`config.mk`:
```
export PLATFORM = sky130hd
export DESIGN_NAME = alu8_core
export DESIGN_NICKNAME = d
export VERILOG_FILES = /design/src/rtl/alu8_pkg.sv /design/src/rtl/alu8_addsub.sv /design/src/rtl/alu8_bitops.sv /design/src/rtl/alu8_core.sv
export SDC_FILE = /design/constraint.sdc
export NUM_CORES = 1
export LEC_CHECK = 0
export BUFFER_PORTS_ARGS = -buffer_cell sky130_fd_sc_hd__clkbuf_2
export CAP_MARGIN = 10
export CORE_MARGIN = 2
export CORE_UTILIZATION = 35
export DETAILED_ROUTE_END_ITERATION = 16
export GPL_TIMING_DRIVEN = 0
export PLACE_DENSITY = 0.56
export REMOVE_ABC_BUFFERS = 1
export SETUP_SLACK_MARGIN = 0.3
export SYNTH_ARGS = -nofsm -noshare
export SYNTH_HDL_FRONTEND = slang
export SYNTH_HIERARCHICAL = 1
export SYNTH_SLANG_ARGS = --single-unit
```
`constraint.sdc`:
```
create_clock -name vclk -period 15.1
set_input_delay 3.02 -clock vclk [all_inputs]
set_output_delay 3.02 -clock vclk [all_outputs]
set_load 0.01 [all_outputs]
```
`src/rtl/alu8_pkg.sv`:
```
package alu8_pkg;

    typedef enum logic [4:0] {
        OP_ADD  = 5'd0,
        OP_ADC  = 5'd1,
        OP_SUB  = 5'd2,
        OP_SBC  = 5'd3,
        OP_CP   = 5'd4,
        OP_CPC  = 5'd5,
        OP_AND  = 5'd6,
        OP_OR   = 5'd7,
        OP_XOR  = 5'd8,
        OP_COM  = 5'd9,
        OP_NEG  = 5'd10,
        OP_INC  = 5'd11,
        OP_DEC  = 5'd12,
        OP_SHL  = 5'd13,
        OP_SHR  = 5'd14,
        OP_ROL  = 5'd15,
        OP_ROR  = 5'd16,
        OP_ASR  = 5'd17,
        OP_SWAP = 5'd18
    } alu_op_e;

    typedef struct packed {
        logic h;
        logic s;
        logic v;
        logic n;
        logic z;
        logic c;
    } alu_flags_t;

endpackage

```
`src/rtl/alu8_addsub.sv`:
```
module alu8_addsub #(
    parameter int WIDTH = 8,
    parameter int HALF  = 4
) (
    input  logic [WIDTH-1:0] x_i,
    input  logic [WIDTH-1:0] y_i,
    input  logic             cin_i,
    input  logic             sub_i,
    output logic [WIDTH-1:0] sum_o,
    output logic             carry_o,
    output logic             half_o,
    output logic             ovf_o
);
    localparam int MSB = WIDTH - 1;

    logic [WIDTH:0] full_w;
    logic [HALF:0]  low_w;

    always_comb begin
        if (sub_i) begin
            full_w = {1'b0, x_i} - {1'b0, y_i} - {{WIDTH{1'b0}}, cin_i};
            low_w  = {1'b0, x_i[HALF-1:0]} - {1'b0, y_i[HALF-1:0]} - {{HALF{1'b0}}, cin_i};
        end else begin
            full_w = {1'b0, x_i} + {1'b0, y_i} + {{WIDTH{1'b0}}, cin_i};
            low_w  = {1'b0, x_i[HALF-1:0]} + {1'b0, y_i[HALF-1:0]} + {{HALF{1'b0}}, cin_i};
        end
        sum_o   = full_w[WIDTH-1:0];
        carry_o = full_w[WIDTH];
        half_o  = low_w[HALF];
        if (sub_i)
            ovf_o = (x_i[MSB] != y_i[MSB]) && (sum_o[MSB] != x_i[MSB]);
        else
            ovf_o = (x_i[MSB] == y_i[MSB]) && (sum_o[MSB] != x_i[MSB]);
    end
endmodule

```
`src/rtl/alu8_bitops.sv`:
```
module alu8_bitops
    import alu8_pkg::*;
#(
    parameter int WIDTH = 8
) (
    input  alu_op_e          op_i,
    input  logic [WIDTH-1:0] a_i,
    input  logic [WIDTH-1:0] b_i,
    input  logic             cin_i,
    output logic [WIDTH-1:0] res_o,
    output logic             cout_o
);
    localparam int MSB  = WIDTH - 1;
    localparam int HALF = WIDTH / 2;

    always_comb begin
        res_o  = a_i;
        cout_o = cin_i;
        unique case (op_i)
            OP_AND:  res_o = a_i & b_i;
            OP_OR:   res_o = a_i | b_i;
            OP_XOR:  res_o = a_i ^ b_i;
            OP_COM:  begin res_o = ~a_i; cout_o = 1'b1; end
            OP_SHL:  begin res_o = {a_i[MSB-1:0], 1'b0};  cout_o = a_i[MSB]; end
            OP_SHR:  begin res_o = {1'b0, a_i[MSB:1]};    cout_o = a_i[0]; end
            OP_ROL:  begin res_o = {a_i[MSB-1:0], cin_i}; cout_o = a_i[MSB]; end
            OP_ROR:  begin res_o = {cin_i, a_i[MSB:1]};   cout_o = a_i[0]; end
            OP_ASR:  begin res_o = {a_i[MSB], a_i[MSB:1]}; cout_o = a_i[0]; end
            OP_SWAP: res_o = {a_i[HALF-1:0], a_i[MSB:HALF]};
            default: ;
        endcase
    end
endmodule

```
`src/rtl/alu8_core.sv`:
```
module alu8_core
    import alu8_pkg::*;
#(
    parameter int WIDTH = 8,
    parameter int HALF  = 4
) (
    input  logic [4:0]       op_i,
    input  logic [WIDTH-1:0] opa_i,
    input  logic [WIDTH-1:0] opb_i,
    input  logic [5:0]       flags_i,
    output logic [WIDTH-1:0] res_o,
    output logic [5:0]       flags_o,
    output logic             wr_o
);
    localparam int MSB = WIDTH - 1;
    localparam logic [WIDTH-1:0] ONE     = {{(WIDTH-1){1'b0}}, 1'b1};
    localparam logic [WIDTH-1:0] SMAX    = {1'b0, {(WIDTH-1){1'b1}}};
    localparam logic [WIDTH-1:0] SMIN    = {1'b1, {(WIDTH-1){1'b0}}};

    typedef struct packed {
        logic [WIDTH-1:0] res;
        alu_flags_t       flg;
        logic             wr;
    } alu_out_t;

    alu_op_e    op_w;
    alu_flags_t fin_w;
    alu_out_t   out_d;

    logic [WIDTH-1:0] as_x, as_y, as_sum, bo_res;
    logic             as_cin, as_sub, as_c, as_h, as_v, bo_c;

    assign op_w  = alu_op_e'(op_i);
    assign fin_w = alu_flags_t'(flags_i);

    always_comb begin
        as_x   = opa_i;
        as_y   = opb_i;
        as_cin = 1'b0;
        as_sub = 1'b0;
        case (op_w)
            OP_ADC:              as_cin = fin_w.c;
            OP_SUB, OP_CP:       as_sub = 1'b1;
            OP_SBC, OP_CPC:      begin as_sub = 1'b1; as_cin = fin_w.c; end
            OP_NEG:              begin as_sub = 1'b1; as_x = '0; as_y = opa_i; end
            OP_INC:              as_y = ONE;
            OP_DEC:              begin as_sub = 1'b1; as_y = ONE; end
            default: ;
        endcase
    end

    alu8_addsub #(.WIDTH(WIDTH), .HALF(HALF)) u_addsub (
        .x_i(as_x), .y_i(as_y), .cin_i(as_cin), .sub_i(as_sub),
        .sum_o(as_sum), .carry_o(as_c), .half_o(as_h), .ovf_o(as_v)
    );

    alu8_bitops #(.WIDTH(WIDTH)) u_bitops (
        .op_i(op_w), .a_i(opa_i), .b_i(opb_i), .cin_i(fin_w.c),
        .res_o(bo_res), .cout_o(bo_c)
    );

    always_comb begin
        out_d     = '0;
        out_d.res = opa_i;
        out_d.flg = fin_w;
        out_d.wr  = 1'b1;
        case (op_w)
            OP_ADD, OP_ADC, OP_SUB, OP_SBC, OP_CP, OP_CPC, OP_NEG: begin
                out_d.res   = as_sum;
                out_d.flg.h = as_h;
                out_d.flg.c = as_c;
                out_d.flg.v = as_v;
                out_d.flg.n = as_sum[MSB];
                if (op_w == OP_SBC || op_w == OP_CPC)
                    out_d.flg.z = (as_sum == '0) && fin_w.z;
                else
                    out_d.flg.z = (as_sum == '0);
                out_d.wr = !(op_w == OP_CP || op_w == OP_CPC);
            end
            OP_INC, OP_DEC: begin
                out_d.res   = as_sum;
                out_d.flg.n = as_sum[MSB];
                out_d.flg.z = (as_sum == '0);
                out_d.flg.v = (op_w == OP_INC) ? (as_sum == SMIN) : (as_sum == SMAX);
            end
            OP_AND, OP_OR, OP_XOR, OP_COM: begin
                out_d.res   = bo_res;
                out_d.flg.n = bo_res[MSB];
                out_d.flg.z = (bo_res == '0);
                out_d.flg.v = 1'b0;
                out_d.flg.c = bo_c;
            end
            OP_SHL, OP_SHR, OP_ROL, OP_ROR, OP_ASR: begin
                out_d.res   = bo_res;
                out_d.flg.n = bo_res[MSB];
                out_d.flg.z = (bo_res == '0);
                out_d.flg.c = bo_c;
                out_d.flg.v = bo_res[MSB] ^ bo_c;
            end
            OP_SWAP: out_d.res = bo_res;
            default: out_d.wr = 1'b0;
        endcase
        if (op_w <= OP_ASR)
            out_d.flg.s = out_d.flg.n ^ out_d.flg.v;
    end

    assign res_o   = out_d.res;
    assign flags_o = out_d.flg;
    assign wr_o    = out_d.wr;
endmodule

```
After elaboration in Yosys (flattened, before gate mapping)
Index checks and enable logic that the tools add are counted.
Word-level totals
  register bits after elaboration: 0
  bits of input ports: 27
  output and inout bits: 15
  word-level logic and storage cells: 76
Cells by class
  $add $sub $neg: 8
  reduce and logical (&&, ||, !) cells: 21
  eq/ne operators: 23
  muxes and demuxes: 17
  $lt $le $gt $ge: 1
  bitwise logic cells: 6
Operators by type and width (number)
  one-hot mux 8 bit (10 select lines): 1
  equality test 5 x 4 -> 1 bit, second input constant: 8
  one-hot mux 8 bit (2 select lines): 2
  equality test 5 x 3 -> 1 bit, second input constant: 4
  OR reduction 9 bit: 2
  logical NOT 8 bit: 2
  equality test 5 bit, second input constant: 3
  one-hot mux 3 bit (4 select lines): 1
  OR reduction 12 bit: 1
  equality test 5 x 2 -> 1 bit, second input constant: 2
  OR reduction 10 bit: 1
  adder 8 x 8 -> 9 bit: 1
  adder 9 x 1 -> 9 bit: 1
  2-to-1 mux 9 bit: 1
  subtractor 8 x 8 -> 9 bit: 1
  subtractor 9 x 1 -> 9 bit: 1
  AND 8 bit: 1
  equality test 8 x 7 -> 1 bit, second input constant: 1
  equality test 8 bit, second input constant: 1
  2-to-1 mux 8 bit: 1
  inverter 8 bit: 1
  OR 8 bit: 1
  XOR 8 bit: 1
  2-to-1 mux 1 bit: 7
  other kinds (22): 30

Longest topological paths before layout
Gate-level depths: netlist of the first run.
  depth in word-level cells: 12
  depth in mapped cells: 20
  gate-level depth less buffers: 18

Modules after synthesis
Netlist of the first run, hierarchy kept.
Modules (own cells, without submodules)
  alu8_addsub: cells an instance 134, area an instance 996.0 µm², seq. area each 0.0 µm², instances 1
  alu8_bitops: cells an instance 137, area an instance 978.4 µm², seq. area each 0.0 µm², instances 1
  alu8_core: cells an instance 116, area an instance 737.0 µm², seq. area each 0.0 µm², instances 1

Worst setup path after synthesis of the first run
No wires, ideal clock.
  kind: input to output
  from: in op_i[4]
  to: out flags_o[4]
  required time: 12080 ps
  arrival time: 7130 ps
  slack: 4950 ps
  buffers on the path: 2
  stages on the path: 20
  cell sequence: buf_2 nand4bb_2 nor2_1 clkbuf_1 nand2_1 nand3b_1 inv_1 fa_1 inv_1 ha_1 o21ai_0 a21oi_1 nor2b_1 xor2_1 mux2i_1 or4_4 nor4_2 o221ai_1 a211o_1 a31oi_1
Between the ends
  elaborated cells on any way between the ends: 52
  those cells by class: add/sub (4); order compare (1); eq/ne (23); mux (11); bitwise (2); reduce/logical (11)
RTL lines
  from (decl): RTL line alu8_core.sv:7  | input logic [4:0] op_i,
  equality test 5 x 4 -> 1 bit: RTL line alu8_core.sv:41  | case (op_w)
  OR reduction 2 bit (no line)
  one-hot mux 8 bit (2 select lines) *: RTL line alu8_core.sv:41
  net as_y[0]: RTL line alu8_core.sv:30  | logic [WIDTH-1:0] as_x, as_y, as_sum, bo_res;
  adder 8 x 8 -> 9 bit / subtractor 8 x 8 -> 9 bit (equally long branches): RTL line alu8_addsub.sv:24, alu8_addsub.sv:21
  adder 9 x 1 -> 9 bit / subtractor 9 x 1 -> 9 bit (equally long branches): RTL line alu8_addsub.sv:24, alu8_addsub.sv:21
  2-to-1 mux 9 bit *: RTL line alu8_addsub.sv:20  | if (sub_i) begin
  net as_sum[5]: RTL line alu8_core.sv:30
  equality test 8 x 7 -> 1 bit / equality test 8 bit (equally long branches): RTL line alu8_core.sv:84  | out_d.flg.v = (op_w == OP_INC) ? (as_sum == SMIN) : (as_sum == SMAX);
  2-to-1 mux 1 bit *: RTL line alu8_core.sv:84
  one-hot mux 3 bit (4 select lines) *: RTL line alu8_core.sv:67  | case (op_w)
  XOR 1 bit *: RTL line alu8_core.sv:104  | out_d.flg.s = out_d.flg.n ^ out_d.flg.v;
  2-to-1 mux 1 bit *: RTL line alu8_core.sv:103  | if (op_w <= OP_ASR)
  to (decl): RTL line alu8_core.sv:12  | output logic [5:0] flags_o,
The timed path passes the listed nets; every way through them passes the cells marked *.

Worst setup path in the final report of the first run
Ends and elaborated chain as after synthesis.

==> metrics.txt, run 1 <==
# TYPE chip_impl_metric gauge
chip_impl_metric{name="layout.area.seq",unit="µm²"} 0
chip_impl_metric{name="num-clock-buffers",unit=""} 0
chip_impl_metric{name="post_synth_inst_count",unit=""} 387
chip_impl_metric{name="fin_setup_tns",unit="ns"} 0
chip_impl_metric{name="die_height",unit="µm"} 92.02
chip_impl_metric{name="timing_hold_violations_final",unit=""} 0
chip_impl_metric{name="stdcell_area",unit="µm²"} 2948
chip_impl_metric{name="worst_pin_slew",unit="ns"} 1.147
chip_impl_info{name="crit_start",value="op_i[4]"} 1
chip_impl_metric{name="final_cell_count_no_fill",unit=""} 512
chip_impl_metric{name="grt_start_max_net_pins",unit=""} 45
chip_impl_info{name="timing.critical_path.to_type",value="primary output"} 1
chip_impl_metric{name="detailedPlacementHpwl",unit="µm"} 6302
chip_impl_metric{name="grt-ovfl-total",unit=""} 0
chip_impl_metric{name="syn-mean-instance-area",unit="µm²"} 7.006
chip_impl_metric{name="syn-cell-area",unit="µm²"} 2711
chip_impl_metric{name="fill_cells",unit=""} 837
chip_impl_metric{name="power.leakage",unit="µW"} 0.001365
chip_impl_metric{name="cap_viol_max_count",unit=""} 0
chip_impl_metric{name="vias",unit=""} 2876
chip_impl_metric{name="initial_utilization",unit="%"} 35.64
chip_impl_metric{name="maxSlewHeadroom",unit="%"} 21.55
chip_impl_info{name="largest_area_contributor_in_the_netlist",value="sky130_fd_sc_hd__ha_1"} 1
chip_impl_metric{name="antennaDiodeCount",unit=""} 0
chip_impl_metric{name="pwr_density_cell",unit="nW/µm²"} 43.04
chip_impl_metric{name="cts_hold_repair.buffers",unit=""} 0
chip_impl_info{name="mostFrequentLayoutCells",value="48 x sky130_fd_sc_hd__inv_1, 42 x sky130_fd_sc_hd__nand2_1, 42 x sky130_fd_sc_hd__clkbuf_2, 37 x sky130_fd_sc_hd__ha_1, 30 x sky130_fd_sc_hd__nor2_1"} 1
chip_impl_metric{name="vias_per_cell",unit=""} 5.617
chip_impl_info{name="final_common_cell",value="sky130_fd_sc_hd__inv_1"} 1
chip_impl_info{name="netlist_top_cells_area",value="sky130_fd_sc_hd__ha_1 17%, sky130_fd_sc_hd__inv_1 6.6%, sky130_fd_sc_hd__nand2_1 5.8%"} 1
chip_impl_metric{name="yosys.cell_types.count",unit=""} 75
chip_impl_metric{name="postLayoutCoreUtil",unit="%"} 38.75
chip_impl_metric{name="final_max_slew_viol_count",unit=""} 0
chip_impl_metric{name="number_of_violations_reported_at_the_end_of_detailed_routing_iteration_0",unit=""} 175
chip_impl_metric{name="netlist.area_leader.share",unit="%"} 17.07
chip_impl_metric{name="detailed_place.area",unit="µm²"} 2948
chip_impl_metric{name="cell_rows",unit=""} 32
chip_impl_metric{name="number_of_drc_violations_after_detailed_routing",unit=""} 0
chip_impl_metric{name="worst_ep_required_time",unit="ns"} 12.08
chip_impl_metric{name="detailedRoute.firstPassIterationCount",unit=""} 4
chip_impl_metric{name="first_pass_grt_wire_length",unit="µm"} 12860
chip_impl_metric{name="crit_arrival",unit="ns"} 8.63
chip_impl_info{name="timing.critical_path.to",value="flags_o[4]"} 1
chip_impl_metric{name="final_antenna_net_count",unit=""} 0
chip_impl_metric{name="fin_hold_ws",unit="ns"} 6.365
chip_impl_metric{name="place.port_buffers",unit=""} 42
chip_impl_metric{name="boundaryPins",unit=""} 42
chip_impl_metric{name="antenna_violations_before_repair",unit=""} 0
chip_impl_info{name="run_status",value="finished clean"} 1
chip_impl_metric{name="synth-warning-count",unit=""} 6
chip_impl_metric{name="post_cts_buffers",unit=""} 0
chip_impl_metric{name="gr-usage-all-layers",unit="%"} 18.01
chip_impl_metric{name="placedCellCount",unit=""} 512
chip_impl_metric{name="setup_viol_count_final",unit=""} 0
chip_impl_metric{name="synth.yosys.seq_area_share",unit="%"} 0
chip_impl_info{name="grt_setup_unrepaired",value="no"} 1
chip_impl_metric{name="fin_nets",unit=""} 480
chip_impl_metric{name="via_count_of_the_first_global_routing_pass",unit=""} 2614
chip_impl_metric{name="vdd_drop_max",unit="mV"} 0.01255
chip_impl_metric{name="drt-wirelength-per-cell",unit="µm"} 15.35
chip_impl_metric{name="number_of_sequential_storage_elements",unit=""} 0
chip_impl_info{name="critPathLaunchType",value="input pin"} 1
chip_impl_metric{name="period_needed",unit="ns"} 11.65
chip_impl_metric{name="gp_congestion",unit=""} 0.8965
chip_impl_metric{name="area_delta_synth_final",unit="%"} 8.722
chip_impl_metric{name="dieArea",unit="µm²"} 8467
chip_impl_info{name="min_path_type",value="input pin to primary output"} 1
chip_impl_metric{name="drive_above_1_share",unit="%"} 17.07
chip_impl_metric{name="ctsResizeCount",unit=""} 0
chip_impl_metric{name="multi_input_area",unit="µm²"} 2422
chip_impl_metric{name="finalCritPeriodShare",unit="%"} 77.18
chip_impl_metric{name="core_area",unit="µm²"} 7607
chip_impl_metric{name="clock.fmax",unit="MHz"} 85.81
chip_impl_metric{name="die_width",unit="µm"} 92.02
chip_impl_info{name="path_class",value="input pin to primary output"} 1
chip_impl_metric{name="critical_path_peak_fanout",unit=""} 19
chip_impl_metric{name="detail_route.wirelength",unit="µm"} 7859
[cells in the mapped netlist (4+ instances only)]
master,number
sky130_fd_sc_hd__a21oi_1,17
sky130_fd_sc_hd__a221oi_1,6
sky130_fd_sc_hd__a22o_1,9
sky130_fd_sc_hd__a22oi_1,10
sky130_fd_sc_hd__a31oi_1,9
sky130_fd_sc_hd__buf_2,7
sky130_fd_sc_hd__clkbuf_1,7
sky130_fd_sc_hd__fa_1,4
sky130_fd_sc_hd__ha_1,37
sky130_fd_sc_hd__inv_1,48
sky130_fd_sc_hd__mux2i_1,5
sky130_fd_sc_hd__nand2_1,42
sky130_fd_sc_hd__nand2b_1,6
sky130_fd_sc_hd__nand3_1,5
sky130_fd_sc_hd__nand3b_1,4
sky130_fd_sc_hd__nor2_1,30
sky130_fd_sc_hd__nor2b_1,14
sky130_fd_sc_hd__nor3_1,4
sky130_fd_sc_hd__nor4_1,5
sky130_fd_sc_hd__o211ai_1,7
sky130_fd_sc_hd__o21ai_0,13
sky130_fd_sc_hd__o31ai_1,4
sky130_fd_sc_hd__or3_1,4
sky130_fd_sc_hd__xnor2_1,10
sky130_fd_sc_hd__xor2_1,4
[worst min-delay path by stage]
| stage | startpoint | endpoint | slack (ns) | depth (start not counted) |
|---|---|---|---|---|
| global route | flags_i[5] | flags_o[5] | 6.38 | 3 |
| finish | flags_i[5] | flags_o[5] | 6.36 | 3 |
| detailed placement | flags_i[5] | flags_o[5] | 6.37 | 3 |
| global placement | flags_i[5] | flags_o[5] | 6.37 | 3 |
| floorplan | opa_i[0] | res_o[0] | 6.16 | 2 |
| CTS | flags_i[5] | flags_o[5] | 6.37 | 3 |
[layout make-up]
class	instances	area share, %
multi-input cells	318	82.17
repair buffers	42	7.131
inverters	50	6.367
well taps	102	4.329
[report_power, final]
group / leakage [µW] / total (µW) / internal, µW / switching (µW)
Sequential: 0 / 0 / 0 / 0
Combinational: 0.00137 / 127 / 50.2 / 76.6
Clock: 0 / 0 / 0 / 0
Total: 0.00137 / 127 / 50.2 / 76.6
[routing by layer]
metal	routed length [µm]	vias to the layer above	GRT usage (%)
li1	-	1460	-
met1	3720	1354	25.02
met2	3952	60	32.97
met3	171	2	0.08217
met4	14	0	0.7463
met5	0	-	0
[logic make-up after synthesis]
family	share of synthesized area (%)
and+or+nand+nor	29.63
AOI/OAI and AO/OA	31.06
buffers and inverters	10.84
xor gates and xnor gates	4.522
muxes	3.922
adders and majority gates	20.03
[worst max-delay path, cell delays in order]
cell and delay (ns):
sky130_fd_sc_hd__clkbuf_2 0.28, sky130_fd_sc_hd__nand4bb_2 0.40, sky130_fd_sc_hd__nor2_1 0.81, sky130_fd_sc_hd__nor2_1 0.31, sky130_fd_sc_hd__a22o_1 0.29, sky130_fd_sc_hd__ha_1 0.30, sky130_fd_sc_hd__inv_1 0.10, sky130_fd_sc_hd__ha_1 0.36
sky130_fd_sc_hd__a21oi_1 0.32, sky130_fd_sc_hd__o2bb2ai_1 0.19, sky130_fd_sc_hd__xor2_1 0.10, sky130_fd_sc_hd__a2111oi_0 1.01, sky130_fd_sc_hd__or4_4 0.28, sky130_fd_sc_hd__nor4_2 0.05, sky130_fd_sc_hd__o221ai_1 0.31, sky130_fd_sc_hd__o211ai_1 0.15
sky130_fd_sc_hd__a31oi_1 0.19, sky130_fd_sc_hd__clkbuf_2 0.15
[stage by stage]
| step | setup WS (ns) | power, µW |
|---|---|---|
| finish | 3.446 | 126.9 |
| global route | 2.833 | 140.6 |
| CTS | 3.367 | 126.8 |
| detailed placement | 3.402 | 126.1 |
| global placement | 3.371 | 124.3 |
| floorplan | 4.855 | 86.33 |
Power figures use the tool's default switching activity.
==> run 2: changes to the inputs <==
--- a/config.mk
+++ b/config.mk
@@ -11,7 +11,7 @@
 export CORE_UTILIZATION = 35
 export DETAILED_ROUTE_END_ITERATION = 16
 export GPL_TIMING_DRIVEN = 0
-export PLACE_DENSITY = 0.56
+export PLACE_DENSITY = 0.58
 export REMOVE_ABC_BUFFERS = 1
 export SETUP_SLACK_MARGIN = 0.3
 export SYNTH_ARGS = -nofsm -noshare
==> constraint.sdc (replaced) <==
create_clock -name vclk -period 10.49
set_input_delay 2.098 -clock vclk [all_inputs]
set_output_delay 2.098 -clock vclk [all_outputs]
set_load 0.01 [all_outputs]
==> run 2 against run 1 <==
  * Non-clock buffer count rose by 2
  * Hold slack got worse by 1.8 ns
  * Sequential share of layout area unchanged
  * Flip-flop and latch count unchanged
==> metrics.txt, run 2 (synthesis gave the netlist of run 1 again) <==
# TYPE chip_impl_metric gauge
chip_impl_info{name="run_status",value="finished clean"} 1
chip_impl_metric{name="min_delay_path_depth",unit=""} 3
chip_impl_metric{name="gp_congestion",unit=""} 0.8794
chip_impl_info{name="min_path_type",value="input pin to primary output"} 1
chip_impl_metric{name="boundaryPins",unit=""} 42
chip_impl_metric{name="detail_route.wirelength",unit="µm"} 8012
chip_impl_metric{name="clock.fmax",unit="MHz"} 103.6
chip_impl_metric{name="drive_above_1_share",unit="%"} 17.48
chip_impl_metric{name="grt-ovfl-total",unit=""} 0
chip_impl_metric{name="maxSlewHeadroom",unit="%"} 28.54
chip_impl_metric{name="vdd_drop_max",unit="mV"} 0.01729
chip_impl_metric{name="die_width",unit="µm"} 92.02
chip_impl_metric{name="post_cts_buffers",unit=""} 0
chip_impl_metric{name="detailedPlacementHpwl",unit="µm"} 6418
chip_impl_metric{name="fin_nets",unit=""} 482
chip_impl_metric{name="layout.area.seq",unit="µm²"} 0
chip_impl_info{name="final_common_cell",value="sky130_fd_sc_hd__inv_1"} 1
chip_impl_metric{name="drt-wirelength-per-cell",unit="µm"} 15.59
chip_impl_metric{name="fin_setup_tns",unit="ns"} 0
chip_impl_metric{name="worst_ep_required_time",unit="ns"} 8.39
chip_impl_metric{name="dr_wl_met2",unit="µm"} 3767
chip_impl_metric{name="ctsResizeCount",unit=""} 0
chip_impl_metric{name="finalCritPeriodShare",unit="%"} 92.01
chip_impl_info{name="path_class",value="input pin to primary output"} 1
chip_impl_metric{name="number_of_drc_violations_after_detailed_routing",unit=""} 0
chip_impl_info{name="mostFrequentLayoutCells",value="48 x sky130_fd_sc_hd__inv_1, 43 x sky130_fd_sc_hd__clkbuf_2, 42 x sky130_fd_sc_hd__nand2_1, 37 x sky130_fd_sc_hd__ha_1, 30 x sky130_fd_sc_hd__nor2_1"} 1
chip_impl_metric{name="dieArea",unit="µm²"} 8467
chip_impl_info{name="timing.critical_path.to_type",value="primary output"} 1
chip_impl_metric{name="power.leakage",unit="µW"} 0.001375
chip_impl_metric{name="final_cell_count_no_fill",unit=""} 514
chip_impl_metric{name="number_of_violations_reported_at_the_end_of_detailed_routing_iteration_0",unit=""} 211
chip_impl_metric{name="placedCellCount",unit=""} 513
chip_impl_metric{name="critical_path_peak_fanout",unit=""} 19
chip_impl_metric{name="antennaDiodeCount",unit=""} 0
chip_impl_metric{name="core_area",unit="µm²"} 7607
chip_impl_metric{name="crit_arrival",unit="ns"} 7.55
chip_impl_metric{name="cell_rows",unit=""} 32
chip_impl_metric{name="initial_utilization",unit="%"} 35.64
chip_impl_metric{name="antenna_violations_before_repair",unit=""} 0
chip_impl_info{name="worst_path_max_delay_cell",value="sky130_fd_sc_hd__nor2_1"} 1
chip_impl_metric{name="final_max_slew_viol_count",unit=""} 0
chip_impl_info{name="maxUsedRoutingLayer",value="met4"} 1
chip_impl_info{name="worst_path_most_repeated_cell",value="sky130_fd_sc_hd__clkbuf_2"} 1
chip_impl_info{name="worstHoldEndpoint",value="flags_o[5]"} 1
chip_impl_metric{name="cp_slowest_stage_delay",unit="ns"} 0.85
chip_impl_metric{name="vias_per_cell",unit=""} 5.696
chip_impl_metric{name="number_of_sequential_storage_elements",unit=""} 0
chip_impl_metric{name="vias",unit=""} 2928
chip_impl_metric{name="met3RoutedLength",unit="µm"} 291
chip_impl_metric{name="first_pass_grt_wire_length",unit="µm"} 13660
chip_impl_info{name="grt_setup_unrepaired",value="no"} 1
chip_impl_info{name="timing.critical_path.max_delay_family",value="simple AND/OR/NAND/NOR gates"} 1
chip_impl_metric{name="fin_hold_ws",unit="ns"} 4.522
chip_impl_metric{name="period_needed",unit="ns"} 9.651
chip_impl_metric{name="area_delta_synth_final",unit="%"} 9.183
chip_impl_metric{name="place.port_buffers",unit=""} 42
chip_impl_metric{name="crit_buf_inv",unit=""} 4
chip_impl_info{name="critical_path.cell_chain",value="clkbuf_2, nand4bb_2, nor2_1, nor2_1, a22o_1, ha_1, inv_1, ha_1, a21oi_1, o2bb2ai_1, xor2_1, a2111oi_0, clkbuf_2, or4_4, nor4_2, o221ai_1, a211o_1, a31oi_1, clkbuf_2"} 1
chip_impl_metric{name="gr-usage-all-layers",unit="%"} 18.90
chip_impl_metric{name="pwr_density_cell",unit="nW/µm²"} 62.60
chip_impl_metric{name="num-clock-buffers",unit=""} 0
chip_impl_metric{name="grt_start_max_net_pins",unit=""} 45
chip_impl_metric{name="detailed_place.area",unit="µm²"} 2955
chip_impl_metric{name="worst_pin_slew",unit="ns"} 1.068
chip_impl_metric{name="die_height",unit="µm"} 92.02
chip_impl_metric{name="timing_hold_violations_final",unit=""} 0
chip_impl_metric{name="final_antenna_net_count",unit=""} 0
chip_impl_metric{name="met1Wirelength",unit="µm"} 3830
chip_impl_metric{name="stdcell_area",unit="µm²"} 2960
chip_impl_metric{name="setup_viol_count_final",unit=""} 0
chip_impl_metric{name="cap_viol_max_count",unit=""} 0
chip_impl_metric{name="detailedRoute.firstPassIterationCount",unit=""} 5
chip_impl_metric{name="postLayoutCoreUtil",unit="%"} 38.91
chip_impl_info{name="timing.hold.worst.start",value="flags_i[5]"} 1
chip_impl_metric{name="cts_hold_repair.buffers",unit=""} 0
chip_impl_metric{name="via_count_of_the_first_global_routing_pass",unit=""} 2795
chip_impl_info{name="critPathLaunchType",value="input pin"} 1
run 2: worst min-delay path: cells and delay by family:
| kind | cells | cell delay [ns] |
|---|---|---|
| mux | 1 | 0.13 |
| buf+inv | 2 | 0.19 |
run 2: area by class of cell:
type | count | area (µm²)
fill | 866 | 4647
timing repair buffer | 44 | 222.7
inverter | 50 | 187.7
tap | 102 | 127.6
multi-input combinational | 318 | 2422
run 2: per-stage QoR:
step	setup WS, ns	total power [µW]
finish	0.8385	185.3
global route	0.3526	207.1
CTS	0.5700	183.2
detailed placement	0.5986	182.2
global placement	0.6620	178.3
floorplan	2.089	124.3
run 2: power breakdown:
group	leakage [µW]	switching (µW)	internal, µW
registers	0	0	0
logic	0.00137	112	73.3
clock network	0	0	0
total	0.00137	112	73.3
run 2: per-layer routing:
layer | GRT usage, % | vias to the layer above
met1 | 26.67 | 1374
met3 | 0.6574 | 10
met5 | 0 | -
met2 | 32.84 | 80
li1 | - | 1464
met4 | 2.488 | 0
run 2: how the worst max path moves through the flow:
stage                 start    endpoint  slack, ns  cells past startpoint
floorplan           op_i[4]  flags_o[4]       2.09                     16
global placement    op_i[4]  flags_o[4]       0.66                     18
detailed placement  op_i[4]  flags_o[4]       0.60                     18
CTS                 op_i[4]  flags_o[4]       0.57                     18
global route        op_i[0]  flags_o[4]       0.35                     18
finish              op_i[4]  flags_o[4]       0.84                     19
